==> config.mk <==
export PLATFORM = sky130hd
export DESIGN_NAME = dual_lvl_intc
export DESIGN_NICKNAME = d
export VERILOG_FILES = /design/src/rtl/dlic_pkg.sv /design/src/rtl/dlic_mask_bank.sv /design/src/rtl/dlic_swsrc.sv /design/src/rtl/dlic_readmux.sv /design/src/rtl/dual_lvl_intc.sv
export SDC_FILE = /design/constraint.sdc
export NUM_CORES = 1
export LEC_CHECK = 0
export CAP_MARGIN = 20
export CORE_ASPECT_RATIO = 0.7
export CORE_UTILIZATION = 30
export DETAILED_ROUTE_END_ITERATION = 16
export DONT_BUFFER_PORTS = 1
export GPL_TIMING_DRIVEN = 0
export PLACE_DENSITY = 0.52
export SYNTH_ARGS = -nofsm -noshare
export SYNTH_HDL_FRONTEND = slang
export SYNTH_SLANG_ARGS = --single-unit
==> constraint.sdc <==
create_clock -name clk -period 2.1 [get_ports clk]
set_input_delay 0.42 -clock clk [delete_from_list [all_inputs] [get_ports clk]]
set_output_delay 0.42 -clock clk [all_outputs]
set_load 0.02 [all_outputs]
==> src/rtl/dlic_pkg.sv <==
package dlic_pkg;
  localparam int unsigned LINES = 32;
  localparam int unsigned AW    = 6;

  typedef logic [AW-1:0] waddr_t;

  localparam waddr_t W_NSTAT = 6'd0;
  localparam waddr_t W_RAW   = 6'd1;
  localparam waddr_t W_NSET  = 6'd2;
  localparam waddr_t W_NCLR  = 6'd3;
  localparam waddr_t W_SWSET = 6'd4;
  localparam waddr_t W_SWCLR = 6'd5;
  localparam waddr_t W_FSTAT = 6'd8;
  localparam waddr_t W_FRAW  = 6'd9;
  localparam waddr_t W_FSET  = 6'd10;
  localparam waddr_t W_FCLR  = 6'd11;

  localparam int unsigned NOUT = 2;
  localparam waddr_t SET_OF [NOUT] = '{W_NSET, W_FSET};
  localparam waddr_t CLR_OF [NOUT] = '{W_NCLR, W_FCLR};
endpackage

==> src/rtl/dlic_mask_bank.sv <==
module dlic_mask_bank #(
  parameter int unsigned W = 32,
  parameter int unsigned AW = 6,
  parameter logic [AW-1:0] SET_A = '0,
  parameter logic [AW-1:0] CLR_A = '0
) (
  input  logic          clk,
  input  logic          rst_n,
  input  logic          wr_en,
  input  logic [AW-1:0] wr_addr,
  input  logic [W-1:0]  wr_data,
  output logic [W-1:0]  mask_o
);
  logic do_set, do_clr;
  assign do_set = wr_en && (wr_addr == SET_A);
  assign do_clr = wr_en && (wr_addr == CLR_A);

  always_ff @(posedge clk or negedge rst_n) begin
    if (!rst_n)      mask_o <= '0;
    else if (do_set) mask_o <= mask_o | wr_data;
    else if (do_clr) mask_o <= mask_o & ~wr_data;
  end

  a_r4_set_sticks: assert property (@(posedge clk) disable iff (!rst_n)
    do_set |=> ((mask_o & $past(wr_data)) == $past(wr_data)));
  a_r4_clr_drops: assert property (@(posedge clk) disable iff (!rst_n)
    do_clr |=> ((mask_o & $past(wr_data)) == '0));
  a_r4_hold: assert property (@(posedge clk) disable iff (!rst_n)
    !(do_set || do_clr) |=> $stable(mask_o));
endmodule

==> src/rtl/dlic_swsrc.sv <==
module dlic_swsrc #(
  parameter int unsigned AW = 6,
  parameter logic [AW-1:0] SET_A = '0,
  parameter logic [AW-1:0] CLR_A = '0
) (
  input  logic          clk,
  input  logic          rst_n,
  input  logic          wr_en,
  input  logic [AW-1:0] wr_addr,
  input  logic          wr_bit0,
  output logic          pend_o
);
  always_ff @(posedge clk or negedge rst_n) begin
    if (!rst_n) pend_o <= 1'b0;
    else if (wr_en && wr_bit0 && wr_addr == SET_A) pend_o <= 1'b1;
    else if (wr_en && wr_bit0 && wr_addr == CLR_A) pend_o <= 1'b0;
  end

  a_r6_sw_raise: assert property (@(posedge clk) disable iff (!rst_n)
    (wr_en && wr_bit0 && wr_addr == SET_A) |=> pend_o);
  a_r6_sw_drop: assert property (@(posedge clk) disable iff (!rst_n)
    (wr_en && wr_bit0 && wr_addr == CLR_A) |=> !pend_o);
  a_r6_sw_hold: assert property (@(posedge clk) disable iff (!rst_n)
    !(wr_en && wr_bit0) |=> $stable(pend_o));
endmodule

==> src/rtl/dlic_readmux.sv <==
module dlic_readmux
  import dlic_pkg::*;
(
  input  waddr_t           addr,
  input  logic [LINES-1:0] level,
  input  logic [LINES-1:0] nmask,
  input  logic [LINES-1:0] fmask,
  output logic [LINES-1:0] rdata
);
  always_comb begin
    unique case (addr)
      W_NSTAT:         rdata = level & nmask;
      W_RAW, W_FRAW:   rdata = level;
      W_NSET:          rdata = nmask;
      W_SWSET:         rdata = {{(LINES-1){1'b0}}, level[0]};
      W_FSTAT:         rdata = level & fmask;
      W_FSET:          rdata = fmask;
      default:         rdata = '0;
    endcase
  end
endmodule

==> src/rtl/dual_lvl_intc.sv <==
module dual_lvl_intc
  import dlic_pkg::*;
(
  input  logic        clk,
  input  logic        rst_n,
  input  logic [31:0] irq_lines,
  input  logic        reg_wr,
  input  logic [5:0]  reg_addr,
  input  logic [31:0] reg_wdata,
  output logic [31:0] reg_rdata,
  output logic        norm_req,
  output logic        fast_req
);
  logic             sw_pend;
  logic [LINES-1:0] level;
  logic [LINES-1:0] mask [NOUT];
  logic [NOUT-1:0]  req_q;

  dlic_swsrc #(.AW(AW), .SET_A(W_SWSET), .CLR_A(W_SWCLR)) u_sw (
    .clk(clk), .rst_n(rst_n), .wr_en(reg_wr), .wr_addr(reg_addr),
    .wr_bit0(reg_wdata[0]), .pend_o(sw_pend));

  assign level = irq_lines | {{(LINES-1){1'b0}}, sw_pend};

  for (genvar g = 0; g < NOUT; g++) begin : g_out
    dlic_mask_bank #(.W(LINES), .AW(AW), .SET_A(SET_OF[g]), .CLR_A(CLR_OF[g])) u_mask (
      .clk(clk), .rst_n(rst_n), .wr_en(reg_wr), .wr_addr(reg_addr),
      .wr_data(reg_wdata), .mask_o(mask[g]));

    always_ff @(posedge clk or negedge rst_n) begin
      if (!rst_n) req_q[g] <= 1'b0;
      else        req_q[g] <= |(level & mask[g]);
    end

    a_r7_quiet_low: assert property (@(posedge clk) disable iff (!rst_n)
      ((level & mask[g]) == '0) |=> !req_q[g]);
    a_r8_active_high: assert property (@(posedge clk) disable iff (!rst_n)
      ((level & mask[g]) != '0) |=> req_q[g]);
  end

  assign norm_req = req_q[0];
  assign fast_req = req_q[1];

  dlic_readmux u_rd (
    .addr(reg_addr), .level(level), .nmask(mask[0]), .fmask(mask[1]),
    .rdata(reg_rdata));

  a_r10_line0_kept: assert property (@(posedge clk) disable iff (!rst_n)
    irq_lines[0] |-> level[0]);
  a_r9_wo_zero: assert property (@(posedge clk) disable iff (!rst_n)
    (reg_addr == W_NCLR || reg_addr == W_SWCLR || reg_addr == W_FCLR) |-> reg_rdata == '0);
endmodule

==> flow_summary.toml <==
[timing]
finalWorstPathRequiredPeriod_ps = 2110
timing.hold.ws_ps = 171
rsz0062_at_grt = "yes"
layout_worst_path_cycle_share_pct = 101
finalClockSkew_ps = 8.20
finalHoldViolCount = 0
setup_viol_count_final = 2
fmax_mhz = 474
worst-slew-pin-transition_ps = 640
finalMaxSlewViolations = 0
relSlewSlack_pct = 57.3
postLayoutSetupSlackWorst_ps = -11.0

[synth]
post_synth_num_cell_types = 38
post-synth-top-area-cell = "sky130_fd_sc_hd__dfrtp_1"
number_of_synthesized_flops_with_an_enable_pin = 0
syn-cell-area_mm2 = 0.00429
netlist.area_leader.share_pct = 39.1
synth.yosys.seq_area_share_pct = 39.1
dominantRegCellSynth = "sky130_fd_sc_hd__dfrtp_1"
syn_avg_cell_area_um2 = 9.43
synth_fp_nets = 528
netlist_top_cells_count = "67 x sky130_fd_sc_hd__dfrtp_1, 64 x sky130_fd_sc_hd__nand2_1, 60 x sky130_fd_sc_hd__mux2i_1"
synth_area_leaders = "sky130_fd_sc_hd__dfrtp_1 39%, sky130_fd_sc_hd__mux2i_1 14%, sky130_fd_sc_hd__a221o_1 7.0%, sky130_fd_sc_hd__a22o_1 6.5%, sky130_fd_sc_hd__nand2_1 5.6%"
synth-warning-count = 0
synth_async_sr_flop_share_pct = 100
postSynthRegisterBits = 67
yosys.cell_count.top_type = "sky130_fd_sc_hd__dfrtp_1"
synth_cells = 455

[routing]
dr_total_vias = 4060
finalWirelength_um = 17300
wirelength_per_cell_um = 25.8
route.detailed.drc = 0
detail_route.iter0.violations = 446
initial_drt_pass_iterations = 5
vias_per_cell = 6.06
route.antenna.remaining_nets = 0

[floorplan]
initial_utilization_pct = 30.8
dieArea_mm2 = 0.0148
top_level_ports = 107
placeableCoreArea_mm2 = 0.0139
placement_rows = 36
fp.dieW_um = 145
fp.dieH_um = 102

[global_route]
grt.overflow.total = 0
antenna_violations_before_repair = 0
grt_max_degree = 68
grt_usage_pct = 23.7
grt_pass1_vias = 4006
grt_first_pass_wirelength_um = 25900

[critical_path]
worstPathRequired_ps = 1680
timing.critical_path.to_type = "primary output"
worstPathArrival_ps = 1690
cp-start-kind = "input pin"
setup.worst_path.class = "input pin to primary output"
path_max_fanout = 10

[cells_and_area]
syn_to_final_growth_pct = 20.4
antennaDiodeCount = 0
drive_gt1_share_pct = 15.6
count_of_fill_cells_added_during_filler_insertion = 1408
final_net_count = 548

[hold_path]
worst_hold_path_type = "input pin to flop"

[placement]
port_buffers = 0
place_congestion = 0.905
dpl.hpwl_um = 12500

[status]
outcome = "complete, but fails checks"
violations = "negative setup slack"

[power_and_ir_drop]
power_w = 0.00384
total_power_divided_by_cell_area_mw_per_mm2 = 744
ir_drop_v = 0.000383
p_leak_nw = 2.38

[flow_run]
maxCapViolations = 0

[clock_network]
clock_path_buffers = 2
cts_htree_levels = 3
cts.sink_count = 67
tritoncts_clock_tree = "done"
clock_latency_ps = 340
clock_tree_root = "sky130_fd_sc_hd__clkbuf_16"
tritoncts.num_buffers = 9
cts.reportedPaths.clkPinSlew_ps = 60
[cells in the final DEF (no fill, tap or decap), types with 7 or more instances in the layout]
master | synthesis | layout
sky130_fd_sc_hd__a221o_1 | 30 | 26
sky130_fd_sc_hd__buf_2 | 6 | 7
sky130_fd_sc_hd__nor3_2 | 0 | 10
sky130_fd_sc_hd__o21a_1 | 30 | 30
sky130_fd_sc_hd__a22o_1 | 32 | 32
sky130_fd_sc_hd__dfrtp_1 | 67 | 67
sky130_fd_sc_hd__inv_1 | 30 | 30
sky130_fd_sc_hd__nand2_1 | 64 | 64
sky130_fd_sc_hd__a22oi_1 | 28 | 28
sky130_fd_sc_hd__buf_4 | 1 | 8
sky130_fd_sc_hd__mux2i_1 | 60 | 60
sky130_fd_sc_hd__clkbuf_16 | 0 | 9
sky130_fd_sc_hd__nor3_1 | 32 | 22
[worst max-delay path: stages]
cell and delay (ps):
sky130_fd_sc_hd__buf_12 110, sky130_fd_sc_hd__or4_4 440, sky130_fd_sc_hd__nor2_4 120, sky130_fd_sc_hd__buf_12 150, sky130_fd_sc_hd__buf_12 140, sky130_fd_sc_hd__a221o_1 310
[path summary, 6_finish.rpt]
kind / start / endpoint / slack [ps] / depth (start not counted)
max reg2reg: u_sw.pend_o$_DFFE_PN0P_ / norm_req$_DFF_PN0_ / 330 / 4
max: reg_addr[3] / reg_rdata[6] / -10 / 6
min reg2reg: flop / flop / 530 / 1
max in group asynchronous: rst_n / async pin / 1100 / 2
min in group asynchronous: rst_n / async pin / 660 / 2
min: reg_wdata[5] / flop / 170 / 1
[per-layer routing]
metal / wire length, um / global-route usage [%] / vias up / part of all wire [%]
met5: 0 / 0 / - / 0
met4: 195 / 5.89 / 0 / 1.1
met3: 2050 / 9.06 / 24 / 12
met2: 7480 / 36.0 / 221 / 43
met1: 7590 / 31.8 / 2062 / 44
li1: - / - / 1753 / -
[per-stage QoR]
stage,TNS (ps),area (um^2),setup WS [ps],util [%],cells
4_1_cts,-410,5070,-33.4,36.4,670
6_report,-19.7,5170,-11.0,37.1,670
5_1_grt,-260,5170,-27.3,37.1,670
2_1_floorplan,-1520,4300,-50.5,-,455
3_5_place_dp,-17230,4540,-508,32.6,645
3_3_place_gp,-16470,4540,-463,32.6,645
[power by group]
part / internal [W] / switching (W)
sequential: 0.00146 / 0.000240
combinational: 0.000275 / 0.000316
clock: 0.000946 / 0.000601
[cell families (layout without fill, tap and decap cells)]
family,count (synthesis),count (layout),synth area share (%)
mux,60,60,14.0
buf+inv,65,90,6.65
flops,67,67,39.1
compound gates,137,137,26.3
simple gates,126,126,13.9
[final cells by class]
cell class | instances | area (um^2) | area share, %
sequential | 67 | 1680 | 32.5
multi-input combinational | 323 | 2430 | 47.0
inverter | 30 | 113 | 2.18
clock inverter | 5 | 52.6 | 1.02
clock buffer | 11 | 243 | 4.70
buffer | 34 | 295 | 5.72
timing repair buffer | 10 | 121 | 2.35
tap | 190 | 238 | 4.60
[what timing repair did]
action | 4_1_cts | 5_1_grt
pin swaps | 12 | 10
gates cloned | 2 | 0
buffers inserted | 6 | 0
resized for setup | 42 | 30
hold endpoints to repair | 67 | 0
hold buffers | 2 | 0
setup endpoints to repair | 32 | 31
No activity file was read; power rests on OpenSTA's default activity.
